<file path="config.mk">
export PLATFORM = sky130hd
export DESIGN_NAME = axi_cmd_widener
export DESIGN_NICKNAME = d
export VERILOG_FILES = /design/src/rtl/axi_widen_pkg.sv /design/src/rtl/widen_decide.sv /design/src/rtl/widen_stage.sv /design/src/rtl/axi_cmd_widener.sv
export SDC_FILE = /design/constraint.sdc
export NUM_CORES = 1
export LEC_CHECK = 0
export ABC_AREA = 1
export CORE_ASPECT_RATIO = 1.1
export CORE_MARGIN = 2
export CORE_UTILIZATION = 39
export CTS_BUF_LIST = sky130_fd_sc_hd__clkbuf_4 sky130_fd_sc_hd__clkbuf_8 sky130_fd_sc_hd__clkbuf_16
export CTS_CLUSTER_SIZE = 28
export DETAILED_ROUTE_END_ITERATION = 7
export DONT_BUFFER_PORTS = 1
export PLACE_DENSITY_LB_ADDON = 0.15
export SLEW_MARGIN = 20
export SYNTH_ARGS = -nofsm -noshare
export SYNTH_HDL_FRONTEND = slang
export SYNTH_HIERARCHICAL = 1
export SYNTH_SLANG_ARGS = --single-unit
</file>
<file path="constraint.sdc">
create_clock -name clk -period 3.3 [get_ports clk]
set_input_delay 0.33 -clock clk [delete_from_list [all_inputs] [get_ports clk]]
set_output_delay 0.33 -clock clk [all_outputs]
set_load 0.005 [all_outputs]
</file>
<file path="src/rtl/axi_widen_pkg.sv">
package axi_widen_pkg;

    localparam int WIDE_BYTES = 16;
    localparam logic [2:0] WIDE_SIZE = 3'd4;

    localparam logic [1:0] BURST_FIXED = 2'b00;
    localparam logic [1:0] BURST_INCR  = 2'b01;
    localparam logic [1:0] BURST_WRAP  = 2'b10;

    typedef enum logic {
        ST_EMPTY = 1'b0,
        ST_FULL  = 1'b1
    } stage_state_e;

endpackage

</file>
<file path="src/rtl/widen_decide.sv">
module widen_decide
    import axi_widen_pkg::*;
#(
    parameter int LEN_W        = 8,
    parameter int NARROW_BYTES = 8
) (
    input  logic [3:0]       lane_i,
    input  logic [LEN_W-1:0] len_i,
    input  logic [2:0]       size_i,
    input  logic [1:0]       burst_i,
    input  logic             modify_i,
    output logic             packed_o,
    output logic [LEN_W-1:0] len_o,
    output logic [2:0]       size_o
);
    localparam int NB_LG = $clog2(NARROW_BYTES);
    localparam int SUM_W = LEN_W + NB_LG + 2;

    logic [SUM_W-1:0] byte_count;
    logic [SUM_W-1:0] span;
    logic [LEN_W-1:0] len_up;

    always_comb begin
        packed_o   = modify_i && (burst_i == BURST_INCR) && (size_i == 3'(NB_LG));
        byte_count = (SUM_W'(len_i) + SUM_W'(1)) << NB_LG;
        span       = SUM_W'(lane_i) + byte_count + SUM_W'(WIDE_BYTES - 1);
        len_up     = LEN_W'((span >> 4) - SUM_W'(1));
        len_o      = packed_o ? len_up : len_i;
        size_o     = packed_o ? WIDE_SIZE : size_i;
    end

endmodule

</file>
<file path="src/rtl/widen_stage.sv">
module widen_stage
    import axi_widen_pkg::*;
#(
    parameter int W = 8
) (
    input  logic         clk,
    input  logic         rst_n,
    input  logic         in_valid,
    output logic         in_ready,
    input  logic [W-1:0] in_data,
    output logic         out_valid,
    input  logic         out_ready,
    output logic [W-1:0] out_data
);
    stage_state_e state_q, state_d;
    logic         take;

    always_comb begin
        in_ready = (state_q == ST_EMPTY) || out_ready;
        take     = in_valid && in_ready;
        state_d  = state_q;
        unique case (state_q)
            ST_EMPTY: if (take) state_d = ST_FULL;                    // ACCEPT
            ST_FULL:  if (out_ready && !take) state_d = ST_EMPTY;     // DRAIN; else REFILL / STALL
            default:  state_d = ST_EMPTY;
        endcase
    end

    always_ff @(posedge clk) begin
        if (!rst_n) state_q <= ST_EMPTY;
        else        state_q <= state_d;
    end

    always_ff @(posedge clk) begin
        if (!rst_n)    out_data <= '0;
        else if (take) out_data <= in_data;
    end

    assign out_valid = (state_q == ST_FULL);

endmodule

</file>
<file path="src/rtl/axi_cmd_widener.sv">
module axi_cmd_widener
    import axi_widen_pkg::*;
#(
    parameter int ADDR_W       = 32,
    parameter int LEN_W        = 8,
    parameter int NARROW_BYTES = 8,
    localparam int NB_LG       = $clog2(NARROW_BYTES),
    localparam int SLOT_W      = 4 - NB_LG
) (
    input  logic              clk,
    input  logic              rst_n,
    input  logic              s_valid,
    output logic              s_ready,
    input  logic [ADDR_W-1:0] s_addr,
    input  logic [LEN_W-1:0]  s_len,
    input  logic [2:0]        s_size,
    input  logic [1:0]        s_burst,
    input  logic [3:0]        s_cache,
    output logic              m_valid,
    input  logic              m_ready,
    output logic [ADDR_W-1:0] m_addr,
    output logic [LEN_W-1:0]  m_len,
    output logic [2:0]        m_size,
    output logic [1:0]        m_burst,
    output logic [3:0]        m_cache,
    output logic              m_packed,
    output logic [3:0]        m_lane,
    output logic [SLOT_W-1:0] m_slot
);
    localparam int PAY_W = ADDR_W + LEN_W + 3 + 2 + 4 + 1;

    logic             dec_packed;
    logic [LEN_W-1:0] dec_len;
    logic [2:0]       dec_size;
    logic [PAY_W-1:0] pay_in, pay_out;

    widen_decide #(
        .LEN_W        (LEN_W),
        .NARROW_BYTES (NARROW_BYTES)
    ) u_decide (
        .lane_i   (s_addr[3:0]),
        .len_i    (s_len),
        .size_i   (s_size),
        .burst_i  (s_burst),
        .modify_i (s_cache[1]),
        .packed_o (dec_packed),
        .len_o    (dec_len),
        .size_o   (dec_size)
    );

    assign pay_in = {s_addr, dec_len, dec_size, s_burst, s_cache, dec_packed};

    widen_stage #(
        .W (PAY_W)
    ) u_stage (
        .clk       (clk),
        .rst_n     (rst_n),
        .in_valid  (s_valid),
        .in_ready  (s_ready),
        .in_data   (pay_in),
        .out_valid (m_valid),
        .out_ready (m_ready),
        .out_data  (pay_out)
    );

    assign {m_addr, m_len, m_size, m_burst, m_cache, m_packed} = pay_out;
    assign m_lane = m_addr[3:0];
    assign m_slot = m_addr[3:NB_LG];

endmodule

</file>
==> out/qor.yml, run 1 <==
cts:
  clkTransAtPathRegs_ps: 100
  cts_hold_buf: 0
  postCtsSetupBuffers: 0
  cts_resized: 0
  cts-root-buf: "clkbuf_8"
  cts_max_level: 2
  cts_tree: "done"
  cts_buffers: 5
  cts_max_path_buffers: 2
  clk_latency_ps: 300
  cts_num_sinks: 51
final_layout:
  seqCellArea_mm2: 0.00102
  antennaDiodeCount: 0
  fillers: 899
  final_layout_size_suffix_gt1_share_pct: 7.66
  multi_input_area_mm2: 0.00155
  areaGrowthSynthToFinish_pct: 0.687
  layout.nets: 516
  mostFrequentLayoutCells: "nand2_1 (94), inv_1 (78), nor2_1 (63)"
  layout_commonest_cell: "nand2_1"
sta:
  worst_slew_pin_slew_ps: 1030
  relSlewSlack_pct: 31.6
  slew_violations: 0
  max_freq_mhz: 443
  finalSetupTns_ps: 0
  min_period_over_period_pct: 68.4
  rsz0062_at_grt: "no"
  skew_ps: 9.42
  fin_crit_ps: 2260
  setup-violations-final: 0
  hold_slack_ps: 140
  hold_viol: 0
synthesis:
  yosysWarnings: 6
  ys_ff_latch: 51
  synth-edff-count: 0
  yosysSeqAreaShare_pct: 33.0
  async_flop_share_pct: 0
  syn-num-nets: 543
  syn_inst: 483
  avgSynthCellArea_um2: 6.41
  ys.flop_type: "dfxtp_1"
  synth_cell_types: 30
  synthesis.area_mm2: 0.00310
placement:
  place.gp.congestion: 0.783
  port_buffers: 0
  dp_hpwl_um: 4610
detailed_routing:
  drtPass1Iterations: 4
  routed_via_density: 4.77
  via_count: 2696
  drc: 0
  wirelength_um: 6880
  ant_nets: 0
  routedWlPerCell_um: 12.2
  drt_iter0_markers: 121
grt:
  grt_use_total_pct: 15.5
  antenna_found_initial: 0
  grt_pass1_vias: 2491
  grt_max_degree: 103
  grt_pass1_wl_um: 11000
  overflow: 0
floorplan:
  dieHeight_um: 97.4
  design.core.area_mm2: 0.00783
  die_w_um: 88.9
  initial_core_util_pct: 39.5
  ios: 110
  rows: 34
  die_area_mm2: 0.00867
critical_path:
  endpoint_kind: "register"
  critPathKind: "primary input to register"
  worstPathArrival_ps: 2440
  crit_required_ps: 3490
  critical_path.max_fanout: 3
  cp-start-kind: "primary input"
pwr:
  peakVddDrop_mv: 0.196
  p_leak_uw: 0.00167
  pwr_density_cell_mw_per_mm2: 427
  finalPower_uw: 1330
run:
  cap_viol_max_count: 0
hold_path:
  hp-class: "primary input to register"
status:
  status: "finished clean"
## cell families (layout without fill, tap and decap cells)
kind of cell               Yosys count  in the layout  synth area share (%)
and+or+nand+nor                    248            248                  36.5
buffers and inverters              115             89                  17.0
AOI/OAI and AO/OA                   59             59                  9.86
DFF                                 51             51                  33.0
adders and majority gates            7              7                  2.83
xor gates and xnor gates             3              3                 0.849
## power breakdown
part	switching [µW]	leakage, µW	internal (µW)
clock	203	0.0000505	191
combinational	137	0.00120	95.7
sequential	40.8	0.000424	664
total	381	0.00167	951
## worst paths after layout
check / startpoint / end / slack (ps) / depth (start not counted)
max: s_addr[3] / u_stage/out_data[16]$_SDFFE_PN0P_ / 1040 / 19
max reg2reg: u_stage/out_valid$_SDFF_PN0_ / u_stage/out_data[21]$_SDFFE_PN0P_ / 1710 / 4
min reg2reg: u_stage/out_data[24]$_SDFFE_PN0P_ / u_stage/out_data[24]$_SDFFE_PN0P_ / 520 / 2
min: rst_n / u_stage/out_data[35]$_SDFFE_PN0P_ / 140 / 2
## registers in the layout, indices dropped and copies added, names as in the netlist
name and cells:
u_stage/out_data 50, u_stage/out_valid 1
## critical path, cell delays in order
cell,delay [ps]
inv_1,20
ha_1,270
inv_1,40
ha_1,300
nand2_1,60
inv_1,50
nand2_1,50
nand2_1,100
xor2_1,280
ha_1,260
nand3_2,120
nor2_4,120
nand4_1,80
nand3_1,70
nand2_1,50
inv_1,50
nand3_1,60
nand2_1,100
nor2_1,40
## layout make-up
class / instances / share of cell area [%]
multi-input cells: 317 / 49.8
flip-flops and latches: 51 / 32.8
inverters: 81 / 9.76
well taps: 108 / 4.34
clock buffers: 7 / 3.09
clock inverters: 1 / 0.241
## layer usage
layer | GRT usage (%) | part of all wire (%)
met4 | 5.17 | 1.6
met3 | 3.74 | 6.9
met5 | 0 | 0
met2 | 26.6 | 46
met1 | 18.6 | 45
## through the flow
step           cell area (µm²)  utilization (%)  setup slack, ps  std cells
2_1_floorplan             3100                -              980        483
3_3_place_gp              3010             38.5              838        557
3_5_place_dp              3010             38.5              746        557
6_report                  3120             39.8             1040        565
4_1_cts                   3120             39.8             1050        565
5_1_grt                   3120             39.8              731        565
## Yosys cell counts, types with 4 or more instances
cell type / instances / area share [%]
nand2_1: 94 / 11
inv_1: 78 / 9.5
nor2_1: 63 / 7.6
nand3_1: 62 / 10
a21oi_1: 53 / 8.6
dfxtp_1: 51 / 33
buf_2: 13 / 2.1
buf_4: 11 / 2.7
nand2_2: 9 / 1.8
ha_1: 7 / 2.8
buf_6: 5 / 1.8
clkbuf_1: 5 / 0.61
nand3_2: 5 / 1.6
nand2_4: 4 / 1.5
Note: power is estimated with default switching activity, not from simulation.
==> inputs of run 2 (changes only) <==
ABC_AREA = 0   (was 1)
clock period = 2.1 ns   (was 3.3 ns; I/O delays follow)
==> out/qor.yml, run 2 <==
status:
  status: "complete, but fails checks"
  violations: "negative setup slack"
synthesis:
  synth_fa_ha_area_share_pct: 3.04  # +0.21 points
  synth_xor_area_share_pct: 4.21  # +3.4 points
  synth_cell_types: 50  # +67%
  ys_ff_latch: 51  # unchanged
  syn_inst: 328  # -32%
  ys.flop_type: "dfxtp_1"
  synthMuxAreaShare_pct: 19.8  # +20 points
  yosysMostFrequentCell: "nand2_1"
  synth-edff-count: 0  # unchanged
  yosys.area_share.simple_pct: 22.8  # -14 points
  netlist_top_cells_count: "nand2_1 (105), dfxtp_1 (51), mux2i_1 (51)"
  avgSynthCellArea_um2: 8.79  # +37%
  synthesis.area_mm2: 0.00288  # -6.8%
  synth_top_family_by_area: "simple AND/OR/NAND/NOR gates"
  synth_top_area_share_pct: 35.4  # +2.4 points
  synth_area_leaders: "dfxtp_1 (35%), mux2i_1 (18%), nand2_1 (14%)"
  yosysSeqAreaShare_pct: 35.4  # +2.4 points
  synth_compound_area_share_pct: 6.07  # -3.8 points
  synth_top_area_cell: "dfxtp_1"
  yosysWarnings: 6  # unchanged
  syn-num-nets: 388  # -29%
  async_flop_share_pct: 0  # unchanged
critical_path:
  cp-start-kind: "primary input"
  slowest_stage: "or4_4"
  critical_path.max_fanout: 3  # unchanged
  path_common_cell: "ha_4"
  crit-reg2reg-capture: "u_stage/out_data[6]$_SDFFE_PN0P_"
  max_stage_delay_ps: 530  # +230 ps
  critPathKind: "primary input to register"
  rr_startpoint: "u_stage/out_valid$_SDFF_PN0_"
  worstPathCellList: "inv_8, ha_4, inv_2, ha_4, o211ai_1, buf_4, a22o_4, or4_4, o22a_1, xor2_1, a21oi_1, nand2_1, mux2i_1"
  endpoint_kind: "register"
  worstPathArrival_ps: 2500  # +60 ps
  crit_required_ps: 2330  # -1160 ps
  r2r_slack_ps: 710  # -1000 ps
  reg2reg_depth: 4  # unchanged
cts:
  cts-root-buf: "clkbuf_8"
  clkTransAtPathRegs_ps: 100  # about the same
  cts_tree: "done"
  clk_latency_ps: 300  # about the same
  cts_max_path_buffers: 2  # unchanged
  cts_buffers: 5  # unchanged
  cts_num_sinks: 51  # unchanged
  cts_max_level: 2  # unchanged
  cts_hold_buf: 0  # unchanged
pwr:
  finalPower_uw: 2230  # +68%
  p_leak_uw: 0.00131  # -22%
  peakVddDrop_mv: 0.355  # +81%
  pwr_density_cell_mw_per_mm2: 703  # +65%
grt:
  grt_pass1_vias: 2106  # -15%
  overflow: 0  # unchanged
  grt_pass1_wl_um: 9690  # -12%
  grt_max_degree: 102  # -0.97%
  grt_use_total_pct: 14.9  # -0.54 points
  antenna_found_initial: 0  # unchanged
sta:
  min_period_over_period_pct: 108
  setup-violations-final: 3  # +3
  setup_ws_ps: -171  # -1210 ps
  rsz0062_at_grt: "yes"
  finalSetupTns_ps: -408  # -408 ps
  relSlewSlack_pct: 68.6  # +37 points
  fin_crit_ps: 2270
  max_freq_mhz: 440
  hold_viol: 0  # unchanged
  worst_slew_pin_slew_ps: 469  # -558 ps
  skew_ps: 7.45  # -1.97 ps
  slew_violations: 0  # unchanged
detailed_routing:
  drtPass1Iterations: 4  # unchanged
  wirelength_um: 6180  # -10%
  routedWlPerCell_um: 14.9  # +23%
  ant_nets: 0  # unchanged
  routed_via_density: 5.11  # +7.2%
  via_count: 2117  # -21%
  drt_iter0_markers: 61  # -50%
  drc: 0  # unchanged
hold_path:
  hold_start: "s_addr[27]"
  min_to: "u_stage/out_data[45]$_SDFFE_PN0P_"
  hp-class: "primary input to register"
  min_path_cells: 2  # unchanged
final_layout:
  finish.utilization_pct: 44.8  # +5.0 points
  largest_reg_flops: 50  # unchanged
  antennaDiodeCount: 0  # unchanged
  areaGrowthSynthToFinish_pct: 10.1
  final_layout_size_suffix_gt1_share_pct: 18.8  # +11 points
  regMostFlops: "u_stage/out_data"
  mostFrequentLayoutCells: "nand2_1 (105), mux2i_1 (51), dfxtp_1 (51)"
  layout_commonest_cell: "nand2_1"
  layout.nets: 389  # -25%
  stdcell_count: 414  # -27%
floorplan:
  rows: 32  # -5.9%
  die_area_mm2: 0.00810  # -6.5%
  design.core.area_mm2: 0.00709  # -9.5%
  die_w_um: 86.0  # -3.3%
  initial_core_util_pct: 40.7  # +1.1 points
  dieHeight_um: 94.2  # -3.3%
  ios: 110  # unchanged
placement:
  place.gp.congestion: 0.812  # +3.8%
  port_buffers: 0  # unchanged
  dp_hpwl_um: 4260  # -7.6%
  pre_cts_ws_ps: -406  # -1150 ps
  placedCellCount: 402  # -28%
run:
  cap_viol_max_count: 0  # unchanged
run 2: changes by cell type in the layout (fill, tap and decap cells not counted), sizes merged, moves of 5 or more:
cell,previous run,this run
a21oi,53,7
buf,0,19
inv,80,7
mux2,0,5
mux2i,0,51
nand3,67,6
nor2,68,7
xnor2,1,8
run 2: power by group:
group	internal [µW]	switching, µW
logic	253	217
registers	1030	54.1
clock network	349	329
total	1630	600
run 2: critical path: cells and delay by family:
kind            cells  cell delay (ps)
compound gates      4              710
xor+xnor            1              160
fa+ha+maj           2              500
buf+inv             3              200
mux                 1              110
simple gates        2              590
run 2: layout make-up:
| cell class | instances | area [µm²] |
|---|---|---|
| clock buffer | 5 | 68.8 |
| tap | 85 | 106 |
| timing repair buffer | 19 | 159 |
| inverter | 7 | 33.8 |
| fill | 697 | 3910 |
| multi-input combinational | 245 | 1750 |
| clock inverter | 2 | 37.5 |
| sequential | 51 | 1020 |
run 2: routing by layer:
metal | GRT usage [%] | vias to the layer above | share of wire, % | wire length, µm
met5 | 0 | - | 0 | 0
met4 | 3.97 | 0 | 0.40 | 25
met3 | 4.39 | 2 | 6.8 | 419
met2 | 26.0 | 68 | 48 | 2960
met1 | 17.8 | 960 | 45 | 2780
li1 | - | 1087 | - | -
run 2: timing repair:
item	CTS	global route
endpoints found under the hold margin	0	0
buffers inserted	3	2
gates cloned	0	0
pin swaps	13	4
endpoints found under the setup margin	4	5
gates resized for setup	6	8
run 2: stage by stage:
| stage | instance area (µm²) | hold slack (ps) |
|---|---|---|
| finish | 3180 | 33.1 |
| global route | 3180 | 19.3 |
| CTS | 3120 | 21.8 |
| detailed placement | 2960 | 359 |
| global placement | 2960 | 352 |
| floorplan | 2960 | 349 |
run 2: worst max-delay path by stage:
stage                    from                           endpoint  slack (ps)  depth (start not counted)
global placement    s_addr[3]  u_stage/out_data[12]$_SDFFE_PN0P_        -350                         15
floorplan           s_addr[3]  u_stage/out_data[17]$_SDFFE_PN0P_        -300                         12
detailed placement  s_addr[2]  u_stage/out_data[12]$_SDFFE_PN0P_        -410                         14
finish              s_addr[3]  u_stage/out_data[16]$_SDFFE_PN0P_        -170                         13
CTS                 s_addr[3]  u_stage/out_data[12]$_SDFFE_PN0P_         -60                         15
global route        s_addr[3]  u_stage/out_data[16]$_SDFFE_PN0P_        -300                         13
run 2: cell families after synthesis:
group	Yosys count
compound gates	26
xor+xnor	13
fa+ha+maj	7
buf+inv	32
flops	51
mux	56
simple gates	143
